===== config.mk =====
export PLATFORM = sky130hd
export DESIGN_NAME = bis_sched
export DESIGN_NICKNAME = d
export VERILOG_FILES = /design/src/rtl/bis_pkg.sv /design/src/rtl/bis_bank_map.sv /design/src/rtl/bis_bank.sv /design/src/rtl/bis_sched.sv
export SDC_FILE = /design/constraint.sdc
export NUM_CORES = 1
export LEC_CHECK = 0
export BUFFER_PORTS_ARGS = -buffer_cell sky130_fd_sc_hd__buf_2
export CAP_MARGIN = 20
export CORE_ASPECT_RATIO = 0.6
export CORE_MARGIN = 3
export CORE_UTILIZATION = 25
export DETAILED_ROUTE_END_ITERATION = 6
export PLACE_DENSITY = 0.45
export RECOVER_POWER = 50
export SYNTH_ARGS = -nofsm -noshare
export SYNTH_HDL_FRONTEND = slang
export SYNTH_SLANG_ARGS = --single-unit

===== constraint.sdc =====
create_clock -name clk -period 2.8 [get_ports clk]
set_input_delay 0.56 -clock clk [delete_from_list [all_inputs] [get_ports clk]]
set_output_delay 0.56 -clock clk [all_outputs]
set_load 0.005 [all_outputs]

===== src/rtl/bis_pkg.sv =====
package bis_pkg;

    typedef enum logic [1:0] {
        ILV_OFF  = 2'b00,
        ILV_HALF = 2'b01,
        ILV_FULL = 2'b10,
        ILV_OFF2 = 2'b11
    } ilv_mode_e;

    // Cycles a bank stays unavailable after an issue: one data cycle and one recovery cycle.
    localparam int unsigned RECOVER_CYC = 2;

endpackage


===== src/rtl/bis_bank_map.sv =====
module bis_bank_map
    import bis_pkg::*;
#(
    parameter int unsigned AW = 16,
    parameter int unsigned NB = 4,
    localparam int unsigned BW = (NB > 1) ? $clog2(NB) : 1
) (
    input  ilv_mode_e          mode_i,
    input  logic [AW-1:0]      addr_i,
    output logic [BW-1:0]      bank_o
);

    localparam logic [BW-1:0] FULL_MASK = BW'(NB - 1);
    localparam logic [BW-1:0] HALF_MASK = BW'((NB / 2) - 1);

    always_comb begin
        unique case (mode_i)
            ILV_FULL: bank_o = addr_i[BW-1:0] & FULL_MASK;
            ILV_HALF: bank_o = addr_i[BW-1:0] & HALF_MASK;
            default:  bank_o = '0;
        endcase
    end

endmodule


===== src/rtl/bis_bank.sv =====
module bis_bank
    import bis_pkg::*;
#(
    parameter int unsigned AW  = 16,
    parameter int unsigned DW  = 32,
    parameter logic [DW-1:0] KEY = '0
) (
    input  logic           clk,
    input  logic           rst,
    input  logic           issue_i,
    input  logic [AW-1:0]  addr_i,
    output logic           busy_o,
    output logic [DW-1:0]  data_o
);

    localparam int unsigned CW = $clog2(RECOVER_CYC + 1);

    typedef struct packed {
        logic [CW-1:0] cnt;
        logic [DW-1:0] data;
    } bank_st_t;

    bank_st_t s_d, s_q;

    always_comb begin
        s_d = s_q;
        if (s_q.cnt != '0) begin
            s_d.cnt = s_q.cnt - 1'b1;
        end
        if (issue_i) begin
            s_d.cnt  = CW'(RECOVER_CYC);
            s_d.data = KEY ^ DW'(addr_i);
        end
    end

    always_ff @(posedge clk) begin
        if (rst) begin
            s_q <= '0;
        end else begin
            s_q <= s_d;
        end
    end

    assign busy_o = (s_q.cnt != '0);
    assign data_o = s_q.data;


    no_issue_busy_chk: assert property (@(posedge clk) disable iff (rst)
        issue_i |-> !busy_o);


    busy_window_chk: assert property (@(posedge clk) disable iff (rst)
        issue_i |=> busy_o ##1 busy_o ##1 !busy_o);

endmodule


===== src/rtl/bis_sched.sv =====
module bis_sched
    import bis_pkg::*;
#(
    parameter int unsigned   AW  = 16,
    parameter int unsigned   DW  = 32,
    parameter int unsigned   NB  = 4,
    parameter logic [DW-1:0] KEY = DW'(32'h5A5A_0F0F)
) (
    input  logic           clk,
    input  logic           rst,
    input  logic [1:0]     mode,
    input  logic           req_valid,
    input  logic [AW-1:0]  req_addr,
    output logic           req_ready,
    output logic           rsp_valid,
    output logic [DW-1:0]  rsp_data
);

    localparam int unsigned BW = (NB > 1) ? $clog2(NB) : 1;

    typedef struct packed {
        logic          rsp_valid;
        logic [BW-1:0] sel;
    } top_st_t;

    top_st_t s_d, s_q;

    ilv_mode_e     mode_e;
    logic [BW-1:0] bank_sel;
    logic [NB-1:0] busy;
    logic [NB-1:0] issue;
    logic [DW-1:0] bank_data [NB];
    logic          accept;

    assign mode_e = ilv_mode_e'(mode);

    bis_bank_map #(.AW(AW), .NB(NB)) u_map (
        .mode_i (mode_e),
        .addr_i (req_addr),
        .bank_o (bank_sel)
    );

    assign req_ready = !busy[bank_sel];
    assign accept    = req_valid && req_ready;

    for (genvar g = 0; g < NB; g++) begin : g_bank
        assign issue[g] = accept && (bank_sel == BW'(g));

        bis_bank #(.AW(AW), .DW(DW), .KEY(KEY)) u_bank (
            .clk     (clk),
            .rst     (rst),
            .issue_i (issue[g]),
            .addr_i  (req_addr),
            .busy_o  (busy[g]),
            .data_o  (bank_data[g])
        );
    end

    always_comb begin
        s_d           = s_q;
        s_d.rsp_valid = accept;
        if (accept) begin
            s_d.sel = bank_sel;
        end
    end

    always_ff @(posedge clk) begin
        if (rst) begin
            s_q <= '0;
        end else begin
            s_q <= s_d;
        end
    end

    assign rsp_valid = s_q.rsp_valid;
    assign rsp_data  = bank_data[s_q.sel];


    rsp_follows_accept_chk: assert property (@(posedge clk) disable iff (rst)
        (req_valid && req_ready) |=> rsp_valid);


    no_spurious_rsp_chk: assert property (@(posedge clk) disable iff (rst)
        !(req_valid && req_ready) |=> !rsp_valid);


    rsp_data_chk: assert property (@(posedge clk) disable iff (rst)
        (req_valid && req_ready) |=> (rsp_data == (KEY ^ DW'($past(req_addr)))));


    reset_clear_chk: assert property (@(posedge clk)
        $past(rst) |-> (!rsp_valid && (busy == '0)));

endmodule


==> results.json <==
{
  "outcome": "finished with violations",
  "violations": "capacitance limit, slew limit",
  "cp_common_cell": "buf_2",
  "syn_area_um2": 3360,
  "drt_iter0_drc": 137,
  "p_switching_mw": 0.608,
  "worstHoldStart": "g_bank[3].u_bank.s_q[32]",
  "tightestPinTransition_ps": 1830,
  "die-area_um2": 14900,
  "regArea_um2": 1580,
  "max_slew_margin": -0.220,
  "synth_compound_area_frac": 0.109,
  "total_power_mw": 2.61,
  "tns_ps": 0,
  "grt.total_usage": 0.110,
  "holdPathEnd": "g_bank[3].u_bank.s_q[32]",
  "drcViolationCount": 0,
  "clkSinkCount": 79,
  "whs_path_depth": 1,
  "ant_nets": 0,
  "antenna_found_initial": 0,
  "cts-htree-levels": 3,
  "cts_hold_buf": 0,
  "start_kind": "input port",
  "dr.pass1.iters": 4,
  "finalSetupViolations": 0,
  "cts_setup_buffers": 0,
  "rsz0062_at_grt": "no",
  "place_ws_ps": 177,
  "yosysTopAreaCellShare": 0.471,
  "max_freq_mhz": 378,
  "yosys.area_share.simple": 0.155,
  "nNetsFinal": 379,
  "cts_buffer_depth": 2,
  "ys_types": 36,
  "gp_congestion": 0.762,
  "yosysTopAreaCell": "dfxtp_1",
  "critical_path_required_ps": 2240,
  "min_period_ps": 2650,
  "dp_hpwl_um": 5150,
  "route.final.wire_length_um": 7780,
  "yosysWarningCount": 0,
  "vias": 2356,
  "avgSynthCellArea_um2": 10.5,
  "synth_edf_count": 0,
  "seqPwrFrac": 0.454,
  "nFillCells": 1386,
  "r2r_slack_ps": 720,
  "period_share": 0.946,
  "r2r-end": "g_bank[2].u_bank.data_o[4]",
  "dp.cells": 515,
  "rr_startpoint": "g_bank[3].u_bank.s_q[33]",
  "fp.dieH_um": 95.7,
  "ios": 55,
  "die_x_um": 156,
  "wire_per_inst_um": 14.7,
  "worstPathMaxFanout": 5,
  "synth.yosys.seq_area_share": 0.471,
  "cp-end-kind": "primary output",
  "internal_power_mw": 2.00,
  "powerDensity_nw_per_um2": 663,
  "synthXorXnorAreaFrac": 0,
  "whs_ps": 446,
  "synth_async_sr_flop_share": 0,
  "layout-drive-gt1-share": 0.264,
  "clk_pin_slew_ps": 60,
  "ctsResizeCount": 0,
  "ys_ff_latch": 79,
  "slowest_stage": "or2_2",
  "rr_worst_depth": 6,
  "synthCells": 320,
  "instances_no_fill": 530,
  "crit_type": "in2out",
  "synth_top_family_by_area": "multiplexers",
  "muxShareOfSynthArea": 0.186,
  "hp-class": "reg2reg",
  "fin_ws_ps": 151,
  "cts_tree": "built",
  "clockRootBuffer": "clkbuf_16",
  "clock_latency_ps": 340,
  "power_frac_comb": 0.094,
  "grt_pass1_vias": 2260,
  "multi_input_area_um2": 1540,
  "path_cells": "buf_2, inv_1, ha_1, nand2b_1, or2_2, o31ai_1, nor2_1, buf_2",
  "antenna_cells": 0,
  "initial_utilization": 0.259,
  "grt_pass1_wl_um": 12500,
  "numCtsBuffers": 9,
  "routed_via_density": 4.45,
  "maxCapViolations": 2,
  "finalClockSkew_ps": 4.59,
  "pwr-share-clk": 0.451,
  "switching_share": 0.233,
  "report.final.hold_viol_count": 0,
  "arrival_ps": 2090,
  "io_buffers": 46,
  "rows": 32,
  "ys_top_cells_by_area": "dfxtp_1, mux4_2, mux2i_1",
  "synth_adder_area_share": 0.00746,
  "globalRouteOverflowTotal": 0,
  "grt_max_degree": 42,
  "slowest_delay_ps": 350,
  "ir_worst_vdd_uv": 233,
  "final_max_slew_viol_count": 80,
  "synthToLayoutAreaGrowth_pct": 17.3,
  "p_leak_nw": 1.42,
  "core_area_um2": 13000,
  "ys.flop_type": "dfxtp_1"
}
==> cell usage after synthesis (2+ instances only) <==
master / number
mux2i_1: 24
nor2_2: 6
a21oi_1: 16
buf_2: 5
inv_1: 2
clkbuf_1: 14
nor3b_1: 8
o21ai_0: 4
ha_1: 2
a211oi_2: 6
nand2_1: 17
buf_4: 17
buf_6: 2
a211oi_1: 20
or3_1: 3
mux4_2: 17
dfxtp_1: 79
nor2_1: 60
==> power groups by stage <==
stage	combinational (mW)	clock, mW	sequential [mW]
2_1_floorplan	0.182	0	1.20
3_3_place_gp	0.252	0	1.21
3_5_place_dp	0.257	0	1.21
4_1_cts	0.258	1.21	1.19
5_1_grt	0.276	1.26	1.19
6_report	0.246	1.18	1.19
==> registers in the layout (all words and copies together), names as in the netlist <==
| signal | cells |
|---|---|
| g_bank.u_bank.data_o | 68 |
| rsp_valid | 1 |
| s_q | 2 |
| g_bank.u_bank.s_q | 8 |
==> metrics by stage <==
step           instance area [µm²]  utilization
2_1_floorplan                 3380            -
3_3_place_gp                  3720        0.286
3_5_place_dp                  3720        0.286
4_1_cts                       4010        0.309
5_1_grt                       3940        0.304
6_report                      3940        0.304
==> critical path: cells and delay by family <==
family | cells | cell delay (ps)
fa+ha+maj | 1 | 290
buf+inv | 3 | 270
compound gates | 1 | 340
simple gates | 3 | 630
==> cell type report <==
| type | instances | share of cell area |
|---|---|---|
| Sequential cell | 79 | 0.402 |
| Multi-Input combinational cell | 208 | 0.392 |
| Timing Repair Buffer | 56 | 0.0747 |
| Clock buffer | 11 | 0.0642 |
| Tap cell | 170 | 0.0540 |
| Clock inverter | 4 | 0.0114 |
| Inverter | 2 | 0.00191 |
==> placed cells by master (no fill, tap or decap), types with 2 or more instances in the layout <==
master	instances
clkinv_2	3
a21oi_1	16
o21ai_0	4
ha_1	2
buf_2	43
buf_4	3
conb_1	8
a211oi_2	4
mux4_2	17
clkbuf_2	2
clkbuf_1	7
nor3b_1	8
or3_1	3
nor2_2	6
mux2i_1	24
a211oi_1	22
clkbuf_8	2
dfxtp_1	79
nor2_1	60
inv_1	2
nand2_1	17
clkbuf_16	9
==> layer usage <==
| layer | global-route usage | wire length, µm |
|---|---|---|
| met1 | 0.157 | 4110 |
| met5 | 0 | 0 |
| met3 | 0.0409 | 385 |
| met2 | 0.155 | 3180 |
| met4 | 0.0350 | 102 |
==> cell families after synthesis <==
family          Yosys count
other cells               1
mux                      41
flops                    79
buf+inv                  40
fa+ha+maj                 2
simple gates            106
compound gates           51
==> how the worst max path moves through the flow <==
stage | startpoint | end | slack [ps]
4_1_cts | mode[0] | req_ready | 170
5_1_grt | mode[0] | req_ready | 40
6_report | mode[0] | req_ready | 150
3_3_place_gp | mode[0] | req_ready | 260
2_1_floorplan | s_q[0] | rsp_data[19] | 430
3_5_place_dp | mode[0] | req_ready | 180
Note: power is estimated with default switching activity, not from simulation.
